`config.mk`:
```
export PLATFORM = sky130hd
export DESIGN_NAME = uart_txring
export DESIGN_NICKNAME = d
export VERILOG_FILES = /design/src/rtl/uart_txring_pkg.sv /design/src/rtl/uart_txring_desc.sv /design/src/rtl/uart_txring_dram.sv /design/src/rtl/uart_txring_ser.sv /design/src/rtl/uart_txring.sv
export SDC_FILE = /design/constraint.sdc
export NUM_CORES = 2
export LEC_CHECK = 0
export ABC_AREA = 1
export BUFFER_PORTS_ARGS = -buffer_cell sky130_fd_sc_hd__buf_4
export CORE_MARGIN = 3
export CORE_UTILIZATION = 58
export CTS_BUF_LIST = sky130_fd_sc_hd__clkbuf_8
export DETAILED_ROUTE_END_ITERATION = 10
export PLACE_DENSITY = 0.74
export SYNTH_ARGS = -nofsm -noshare
export SYNTH_HDL_FRONTEND = slang
export SYNTH_SLANG_ARGS = --single-unit
```
`constraint.sdc`:
```
create_clock -name clk -period 2.25 [get_ports clk]
set_input_delay 0.1125 -clock clk [delete_from_list [all_inputs] [get_ports clk]]
set_output_delay 0.1125 -clock clk [all_outputs]
set_load 0.01 [all_outputs]
```
`src/rtl/uart_txring_pkg.sv`:
```
package uart_txring_pkg;
   localparam int unsigned RDY_B  = 15;
   localparam int unsigned WRAP_B = 13;
   localparam int unsigned IRQ_B  = 12;
   localparam int unsigned CR_B   = 11;
   localparam int unsigned ADR_B  = 10;
   localparam int unsigned CT_B   = 0;

   typedef enum logic [2:0] {
      ST_POLL,
      ST_CHAR,
      ST_WAIT,
      ST_WB,
      ST_GAP
   } eng_st_t;
endpackage

```
`src/rtl/uart_txring_desc.sv`:
```
module uart_txring_desc
   import uart_txring_pkg::*;
#(
   parameter int DESC_NUM = 8,
   localparam int IDX_W = $clog2(DESC_NUM)
) (
   input  logic             clk,
   input  logic             rst,
   input  logic             host_we,
   input  logic [IDX_W-1:0] host_idx,
   input  logic [1:0]       host_word,
   input  logic [15:0]      host_wdata,
   output logic [15:0]      host_rdata,
   input  logic [IDX_W-1:0] eng_idx,
   output logic [15:0]      eng_status,
   output logic [15:0]      eng_len,
   output logic [15:0]      eng_ptr,
   input  logic             eng_wb,
   input  logic             eng_wb_ct
);
   logic [15:0] st_q  [DESC_NUM];
   logic [15:0] len_q [DESC_NUM];
   logic [15:0] ptr_q [DESC_NUM];
   logic        host_locked;

   assign host_locked = st_q[host_idx][RDY_B];

   always_ff @(posedge clk) begin
      if (rst) begin
         for (int i = 0; i < DESC_NUM; i++) begin
            st_q[i]  <= '0;
            len_q[i] <= '0;
            ptr_q[i] <= '0;
         end
      end else begin
         if (host_we && !host_locked) begin
            case (host_word)
               2'd0:    st_q[host_idx]  <= host_wdata;
               2'd1:    len_q[host_idx] <= host_wdata;
               2'd2:    ptr_q[host_idx] <= host_wdata;
               default: ;
            endcase
         end
         if (eng_wb)
            st_q[eng_idx] <= {1'b0, st_q[eng_idx][14:1], eng_wb_ct};
      end
   end

   always_comb begin
      case (host_word)
         2'd0:    host_rdata = st_q[host_idx];
         2'd1:    host_rdata = len_q[host_idx];
         2'd2:    host_rdata = ptr_q[host_idx];
         default: host_rdata = '0;
      endcase
   end

   assign eng_status = st_q[eng_idx];
   assign eng_len    = len_q[eng_idx];
   assign eng_ptr    = ptr_q[eng_idx];

   // a length write to an owned descriptor leaves it as it was
   assert_locked_len_R11: assert property (@(posedge clk) disable iff (rst)
      (host_we && host_word == 2'd1 && host_locked)
      |=> len_q[$past(host_idx)] == $past(len_q[host_idx]));

   // write-back always returns ownership to the host
   assert_wb_release_R4: assert property (@(posedge clk) disable iff (rst)
      eng_wb |=> !st_q[$past(eng_idx)][RDY_B]);
endmodule

```
`src/rtl/uart_txring_dram.sv`:
```
module uart_txring_dram #(
   parameter int DEPTH = 64,
   localparam int AW = $clog2(DEPTH)
) (
   input  logic          clk,
   input  logic          host_we,
   input  logic [AW-1:0] host_addr,
   input  logic [7:0]    host_wdata,
   output logic [7:0]    host_rdata,
   input  logic [AW-1:0] eng_addr,
   output logic [7:0]    eng_rdata
);
   logic [7:0] mem_q [DEPTH];

   always_ff @(posedge clk) begin
      if (host_we) mem_q[host_addr] <= host_wdata;
   end

   assign host_rdata = mem_q[host_addr];
   assign eng_rdata  = mem_q[eng_addr];
endmodule

```
`src/rtl/uart_txring_ser.sv`:
```
module uart_txring_ser #(
   parameter int DIV_W    = 12,
   parameter bit NINTH_EN = 1'b1
) (
   input  logic             clk,
   input  logic             rst,
   input  logic             start,
   input  logic [7:0]       data,
   input  logic             ninth_on,
   input  logic             ninth_val,
   input  logic [DIV_W-1:0] div,
   output logic             txd,
   output logic             busy,
   output logic             done
);
   localparam int FW = 11;

   logic [FW-1:0]    frame;
   logic [3:0]       nbits;
   logic [FW-1:0]    sh_q;
   logic [3:0]       nb_q;
   logic [DIV_W-1:0] cc_q;
   logic             busy_q;
   logic             done_q;

   generate
      if (NINTH_EN) begin : g_nine
         assign frame = ninth_on ? {1'b1, ninth_val, data, 1'b0} : {2'b11, data, 1'b0};
         assign nbits = ninth_on ? 4'd11 : 4'd10;
      end else begin : g_plain
         logic unused_nine;
         assign unused_nine = ninth_on ^ ninth_val;
         assign frame = {2'b11, data, 1'b0};
         assign nbits = 4'd10;
      end
   endgenerate

   always_ff @(posedge clk) begin
      if (rst) begin
         sh_q   <= '1;
         nb_q   <= '0;
         cc_q   <= '0;
         busy_q <= 1'b0;
         done_q <= 1'b0;
      end else begin
         done_q <= 1'b0;
         if (start) begin
            sh_q   <= frame;
            nb_q   <= nbits;
            cc_q   <= div - DIV_W'(1);
            busy_q <= 1'b1;
         end else if (busy_q) begin
            if (cc_q == '0) begin
               if (nb_q == 4'd1) begin
                  busy_q <= 1'b0;
                  done_q <= 1'b1;
               end else begin
                  sh_q <= {1'b1, sh_q[FW-1:1]};
                  nb_q <= nb_q - 4'd1;
                  cc_q <= div - DIV_W'(1);
               end
            end else begin
               cc_q <= cc_q - DIV_W'(1);
            end
         end
      end
   end

   assign txd  = busy_q ? sh_q[0] : 1'b1;
   assign busy = busy_q;
   assign done = done_q;

   // a new frame is never loaded over one in flight
   assert_start_idle_R3: assert property (@(posedge clk) disable iff (rst)
      start |-> !busy_q);
endmodule

```
`src/rtl/uart_txring.sv`:
```
module uart_txring
   import uart_txring_pkg::*;
#(
   parameter int DESC_NUM     = 8,
   parameter int DATA_DEPTH   = 64,
   parameter int DIV_W        = 12,
   parameter int HA_W         = 8,
   parameter bit MULTIDROP_EN = 1'b1,
   localparam int IDX_W = $clog2(DESC_NUM),
   localparam int DAW   = $clog2(DATA_DEPTH),
   localparam int GW    = DIV_W + 2
) (
   input  logic             clk,
   input  logic             rst,
   input  logic             host_we,
   input  logic             host_sel,
   input  logic [HA_W-1:0]  host_addr,
   input  logic [15:0]      host_wdata,
   output logic [15:0]      host_rdata,
   input  logic             evt_clear,
   input  logic [IDX_W-1:0] ring_base,
   input  logic [DIV_W-1:0] bit_div,
   input  logic             multidrop,
   input  logic             cts,
   output logic             txd,
   output logic             tx_event
);
   initial begin
      assert (DESC_NUM >= 2 && (DESC_NUM & (DESC_NUM - 1)) == 0)
         else $fatal(1, "DESC_NUM must be a power of two");
      assert (DATA_DEPTH >= 2 && (DATA_DEPTH & (DATA_DEPTH - 1)) == 0)
         else $fatal(1, "DATA_DEPTH must be a power of two");
      assert (HA_W >= IDX_W + 2 && HA_W >= DAW)
         else $fatal(1, "HA_W too narrow for the host address spaces");
   end

   eng_st_t          st_q;
   logic [IDX_W-1:0] idx_q;
   logic [15:0]      rem_q;
   logic [DAW-1:0]   ptr_q;
   logic             started_q, abort_q;
   logic             wrap_q, irq_q, cr_q, adr_q;
   logic [GW-1:0]    gap_q;
   logic             evt_q;

   logic [15:0] desc_rd, eng_status, eng_len, eng_ptr;
   logic [7:0]  dram_rd, eng_byte;
   logic        ser_start, ser_busy, ser_done, eng_wb;
   logic        unused_bits;

   assign unused_bits = ^{host_addr, eng_ptr};
   assign eng_wb      = (st_q == ST_WB);
   assign ser_start   = (st_q == ST_CHAR) && (rem_q != '0) && cts;

   uart_txring_desc #(.DESC_NUM(DESC_NUM)) u_desc (
      .clk        (clk),
      .rst        (rst),
      .host_we    (host_we && !host_sel),
      .host_idx   (host_addr[IDX_W+1:2]),
      .host_word  (host_addr[1:0]),
      .host_wdata (host_wdata),
      .host_rdata (desc_rd),
      .eng_idx    (idx_q),
      .eng_status (eng_status),
      .eng_len    (eng_len),
      .eng_ptr    (eng_ptr),
      .eng_wb     (eng_wb),
      .eng_wb_ct  (abort_q)
   );

   uart_txring_dram #(.DEPTH(DATA_DEPTH)) u_dram (
      .clk        (clk),
      .host_we    (host_we && host_sel),
      .host_addr  (host_addr[DAW-1:0]),
      .host_wdata (host_wdata[7:0]),
      .host_rdata (dram_rd),
      .eng_addr   (ptr_q),
      .eng_rdata  (eng_byte)
   );

   uart_txring_ser #(.DIV_W(DIV_W), .NINTH_EN(MULTIDROP_EN)) u_ser (
      .clk       (clk),
      .rst       (rst),
      .start     (ser_start),
      .data      (eng_byte),
      .ninth_on  (multidrop),
      .ninth_val (adr_q),
      .div       (bit_div),
      .txd       (txd),
      .busy      (ser_busy),
      .done      (ser_done)
   );

   assign host_rdata = host_sel ? {8'h00, dram_rd} : desc_rd;

   always_ff @(posedge clk) begin
      if (rst) begin
         st_q      <= ST_POLL;
         idx_q     <= ring_base;
         rem_q     <= '0;
         ptr_q     <= '0;
         started_q <= 1'b0;
         abort_q   <= 1'b0;
         wrap_q    <= 1'b0;
         irq_q     <= 1'b0;
         cr_q      <= 1'b0;
         adr_q     <= 1'b0;
         gap_q     <= '0;
         evt_q     <= 1'b0;
      end else begin
         evt_q <= (evt_q && !evt_clear) || (eng_wb && irq_q);
         case (st_q)
            ST_POLL: begin
               if (eng_status[RDY_B]) begin
                  rem_q     <= eng_len;
                  ptr_q     <= eng_ptr[DAW-1:0];
                  wrap_q    <= eng_status[WRAP_B];
                  irq_q     <= eng_status[IRQ_B];
                  cr_q      <= eng_status[CR_B];
                  adr_q     <= eng_status[ADR_B];
                  started_q <= 1'b0;
                  abort_q   <= 1'b0;
                  st_q      <= ST_CHAR;
               end
            end
            ST_CHAR: begin
               if (rem_q == '0) begin
                  st_q <= ST_WB;
               end else if (!cts) begin
                  if (cr_q && started_q) begin
                     abort_q <= 1'b1;
                     st_q    <= ST_WB;
                  end
               end else begin
                  started_q <= 1'b1;
                  st_q      <= ST_WAIT;
               end
            end
            ST_WAIT: begin
               if (ser_done) begin
                  rem_q <= rem_q - 16'd1;
                  ptr_q <= ptr_q + DAW'(1);
                  st_q  <= ST_CHAR;
               end
            end
            ST_WB: begin
               idx_q <= wrap_q ? ring_base : idx_q + IDX_W'(1);
               if (cr_q) begin
                  gap_q <= ({2'b00, bit_div} << 1) + {2'b00, bit_div} - GW'(1);
                  st_q  <= ST_GAP;
               end else begin
                  st_q <= ST_POLL;
               end
            end
            ST_GAP: begin
               if (gap_q == '0) st_q <= ST_POLL;
               else gap_q <= gap_q - GW'(1);
            end
            default: st_q <= ST_POLL;
         endcase
      end
   end

   assign tx_event = evt_q;

   // a character only starts if clear-to-send was high
   assert_cts_gate_R9: assert property (@(posedge clk) disable iff (rst)
      $rose(ser_busy) |-> $past(cts));

   // the event only appears from the write-back of an interrupting descriptor
   assert_evt_source_R6: assert property (@(posedge clk) disable iff (rst)
      $rose(tx_event) |-> $past(st_q == ST_WB && irq_q));
endmodule

```
[Word-level counts from Yosys, hierarchy flattened]
Memory sizes are Yosys's and may differ from the RTL's. A register that Yosys moved wholly into a read port is not among the register bits.
Index checks and enable logic that the tools add are counted.
Operators by class
  $add $sub $neg: 9
  eq/ne operators: 19
  mux-type cells: 86
  bitwise operators: 2
  reductions and logical operators: 37
Operator list (number)
  $mux 16: 7
  $reduce_or 16->1: 4
  $mux 3: 17
  $mux 12: 4
  $pmux 16 s3: 1
  $mux 11: 4
  $mux 1: 36
  $pmux 16 s2: 1
  $mux 14: 2
  $pmux 14 s2: 1
  $sub 14x1->14 const B: 2
  $mux 6: 4
  $sub 12x1->12 const B: 2
  $logic_not 16->1: 1
  $mux 4: 4
  $ne 2x2->1 const B: 8
  $reduce_bool 16->1: 1
  $sub 16x1->16 const B: 1
  $pmux 3 s5: 1
  $add 13x12->14: 1
  $logic_not 14->1: 1
  $logic_not 12->1: 1
  $pmux 6 s2: 1
  $reduce_bool 2->1: 6
  25 further kinds: 42
Word-level totals
  register bits after elaboration: 78
  RAM bits: 896
  input port bits: 46
  logic and storage cells: 174
  memories kept: 4
Memories
  u_dram.mem_q: words 64, width 8, rd ports 2, clocked after memory_dff 1, write ports 1, RTL line uart_txring_dram.sv:13  | logic [7:0] mem_q [DEPTH];
  u_desc.len_q: words 8, width 16, rd ports 2, clocked after memory_dff 1, write ports 8, RTL line uart_txring_desc.sv:22  | logic [15:0] len_q [DESC_NUM];
  u_desc.ptr_q: words 8, width 16, rd ports 2, clocked after memory_dff 1, write ports 8, RTL line uart_txring_desc.sv:23  | logic [15:0] ptr_q [DESC_NUM];
  u_desc.st_q: words 8, width 16, rd ports 2, clocked after memory_dff 1, write ports 8, RTL line uart_txring_desc.sv:21  | logic [15:0] st_q [DESC_NUM];

[Logic depth before layout (Yosys ltp)]
  word-level depth: 8
  gate-level depth with buffers: 14
  mapped depth without buffers: 13

[By module]
From an unflattened synthesis, not the netlist that was laid out.
Second synthesis, totals
  cells, all modules: 6791
  area total of the unflattened synthesis: 54383.4 sq um
By module, submodules not included
  uart_txring_dram: instances 1, cells an instance 3235, area an instance 26855.8 sq um, sequential area each 15374.7 sq um
  uart_txring_desc: instances 1, cells an instance 2591, area an instance 21426.8 sq um, sequential area each 11451.0 sq um
  uart_txring: instances 1, cells an instance 674, area an instance 4176.5 sq um, sequential area each 1011.0 sq um
  uart_txring_ser: instances 1, cells an instance 291, area an instance 1924.3 sq um, sequential area each 560.5 sq um

[Worst setup path after synthesis]
OpenSTA, ideal clock, no wires.
  path type: flip-flop to flip-flop
  start: memory u_desc.st_q[7][15]
  end: memory u_desc.ptr_q[0][0], enable pin
  library setup time: 0.372 ns
  data arrival time: 1.882 ns
  path slack: -0.004 ns
  cell stages (with the launch flop): 11
  path buffers: 1
  cell sequence: dfxtp_1 nand2_1 o21ai_0 nand2_1 nand2_1 nand2_1 nand2_1 nor4_4 nand2_2 buf_2 nand2_1
RTL lines (RTL line)
  start: declaration: uart_txring_desc.sv:21
  end: declaration: uart_txring_desc.sv:23

==> summary.md <==
| Metric | Value |
|---|---|
| Critical path's top delay family | simple AND/OR/NAND/NOR gates |
| Hold Vio Cnt, Final | 0 |
| Setup violators final | 12 |
| Setup TNS Final | -1.956 ns |
| Main synth FF type | edfxtp_1 |
| Clk sinks | 982 |
| Fin worst setup slack | -0.2314 ns |
| EDFF count, synth | 891 |
| Vias in the first global route | 43338 |
| CP max-delay cell | edfxtp_1 |
| Post-synth top cells | nand2_1, edfxtp_1, nand3_1 |
| Synth area leaders | edfxtp_1, nand2_1, nand3_1 |
| Critical path endpoint category | primary output |
| Final wirelength | 174500 microns |
| Routed len/inst | 24.07 microns |
| Die Ht | 299.0 microns |
| Clock Skew | 0.04566 ns |
| Area leader, netlist | edfxtp_1 |
| Final instance area | 59690 sq um |
| Area Overhead vs Synth | 19.86% |
| First-pass GRT wire length | 257200 microns |
| TritonCTS clock tree | yes |
| Reg area | 28600 sq um |
| Slew HR | 47.33% |
| Initial cell density of the core | 59.04% |
| CP Max Fanout | 2 |
| Cell variety after synth | 47 |
| Gp weighted congestion | 0.9860 |
| Post-synth net total | 5695 |
| Status | finished with violations |
| Final core occ | 70.76% |
| Mapped Area | 49800 sq um |
| Via Count | 46026 |
| Async set-reset flop share out of synthesis | 0% |
| Fillcell total | 6354 |
| Failing checks | setup timing |
| Critical path type | flip-flop to primary output |
| Crit path cell chain | a22oi_2, nand2_1, nand2_2, nand2_2, nor2_4, nand3_4, nand3_4, nand2_4, buf_6 |
| Multi-input gate area | 19870 sq um |
| Final nets | 6062 |
| HPWL Detailed | 113100 microns |
| I/O Buffers | 61 |
| Worst Path Buf+Inv | 1 |
| Io pins | 64 |
| Synth warn | 0 |
| Period utilization | 110.3% |
| Seq/Total Area, Yosys | 57.39% |
| Worst EP required | 2.14 ns |
| Vias/cell | 6.348 |
| # rows | 106 |
| Cells after synthesis | 5611 |
| Initial DRT Pass Iterations | 7 |
| Pwr/cell area | 873.9 nW/um^2 |
| Worst Tran Pin Value | 0.7892 ns |
| Arr. time, crit path | 2.37 ns |
| Worst-path clk slew | 0.07 ns |
| H-tree Lvls | 4 |
| Starting DRT DRC Count | 7030 |
| GRT Overall Usage | 37.86% |
| Core Area | 84350 sq um |
| Synth Area per Inst | 8.875 sq um |
| Min cycle time layout | 2.481 ns |
| DRC Markers | 0 |
| Final ANT Viol Nets | 0 |
| Clock Path Buffers | 3 |
| Startpoint types | flip-flop |
| Hold Crit Class | primary input to flip-flop |
| Max incr delay on CP | 0.40 ns |
| Non-Filler Instances | 7251 |
| Placed instance area | 54520 sq um |
| Max Fclk | 403.0 MHz |
| Unrepaired setup endpoints after global routing | true |
| Peak supply drop | 0.0006428 V |
| Die area | 89410 sq um |
| Pre-CTS WS | -0.2080 ns |
| Layout cells sized above 1 | 17.43% |
| CTS Buf Count | 164 |
| Share of the synthesized area in the top cell type | 53.73% |
| Count leader, synth | nand2_1 |
| GR Overflow Total | 0 |
| Leak pwr | 23.61 nW |
| Max Transition Viols Final | 0 |
| Max-cap violations | 0 |
| Clock Latency Late Sink | 0.87 ns |
| Placed insts | 6859 |
| Die width | 299.0 microns |
| Largest net degree at the start of global routing | 94 |
| Antenna violations before repair | 3 |
| FF+latch count, synth | 982 |
| CTS root buffer | clkbuf_8 |
[metal layers]
metal	part of all wire (%)	routed length [microns]	GRT usage (%)	vias to the layer above
met5	0.015	27	0	-
li1	-	-	-	20286
met1	35	61630	49.16	21514
met4	6.7	11630	23.72	4
met2	45	78420	57.88	3518
met3	13	22790	8.655	704
[timing repair]
| action | 4_1_cts | 5_1_grt |
|---|---|---|
| hold buffers | 40 | 0 |
| endpoints found under the setup margin | 19 | 315 |
| hold endpoints to repair | 594 | 0 |
| resized for setup | 156 | 194 |
| buffers inserted | 14 | 33 |
| gates cloned | 0 | 1 |
| pin swaps | 110 | 105 |
[area by class of cell]
cell class                      count  share of cell area, %
Clock buffer                      175                  4.035
Inverter                          279                  1.817
Clock inverter                    124                  1.184
Timing Repair Buffer              593                  9.362
Multi-Input combinational cell   3958                  33.29
Tap cell                         1134                  2.377
Sequential cell                   982                  47.91
Antenna cell                        6                0.02515
[worst min-delay path, cell delays in order]
cell and delay, ns:
buf_4 0.18, nand2_1 0.33, nor2_1 0.13
[power breakdown]
group / leakage (nW) / switching [mW] / total (mW) / internal, mW
logic: 12.6 / 10.4 / 15.6 / 5.21
clock network: 1.75 / 7.47 / 15.4 / 7.89
registers: 9.25 / 0.612 / 21.2 / 20.6
[flip-flops by register name, indices dropped and copies added, names as in the netlist, 4 cells and up, named ones only]
name / cells
u_ser.nb_q: 4
gap_q: 14
u_desc.len_q: 128
u_ser.sh_q: 10
rem_q: 16
u_ser.cc_q: 12
u_desc.ptr_q: 128
ptr_q: 6
u_dram.mem_q: 512
u_desc.st_q: 128
[kinds of logic after synthesis]
group           synth area share, %
simple gates                  24.18
flops                         57.39
compound gates                11.57
buf+inv                       5.146
xor+xnor                     0.7035
fa+ha+maj                    0.9698
mux                         0.04522
[stage by stage]
| step | power, mW | hold slack [ns] |
|---|---|---|
| 5_1_grt | 54.31 | 0.07115 |
| 2_1_floorplan | 30.21 | 0.2114 |
| 6_report | 52.16 | 0.07909 |
| 4_1_cts | 51.38 | 0.01829 |
| 3_5_place_dp | 36.06 | 0.3233 |
| 3_3_place_gp | 35.77 | 0.3132 |
[placed cells by master (no fill, tap or decap), drive strengths merged, types with 12 or more instances in the layout]
master       Yosys  layout
xnor2           12      12
nand3          704     704
buf             65     553
nand2         1511    1511
o21ai          476     476
dlygate4sd3      0      39
nor2           583     583
clkbuf         327     176
nor3            15      15
a22oi          239     239
ha              37      37
a31oi           18      18
clkinv           3      67
xor2            28      28
inv            276     321
o211ai          30      30
edfxtp         891     891
dfxtp           91      91
o22ai           32      32
a21oi          146     146
nand4           68      68
[final timing paths]
kind,start,to,slack [ns],cells after the start
max,u_dram.mem_q[39][0],host_rdata[0],-0.23,9
min,host_addr[5],u_dram.mem_q[45][0],0.08,3
max reg2reg,rem_q[0],u_ser.cc_q[11],0.11,11
min reg2reg,u_ser.sh_q[0],u_ser.sh_q[0],0.47,2
Power figures use the tool's default switching activity.
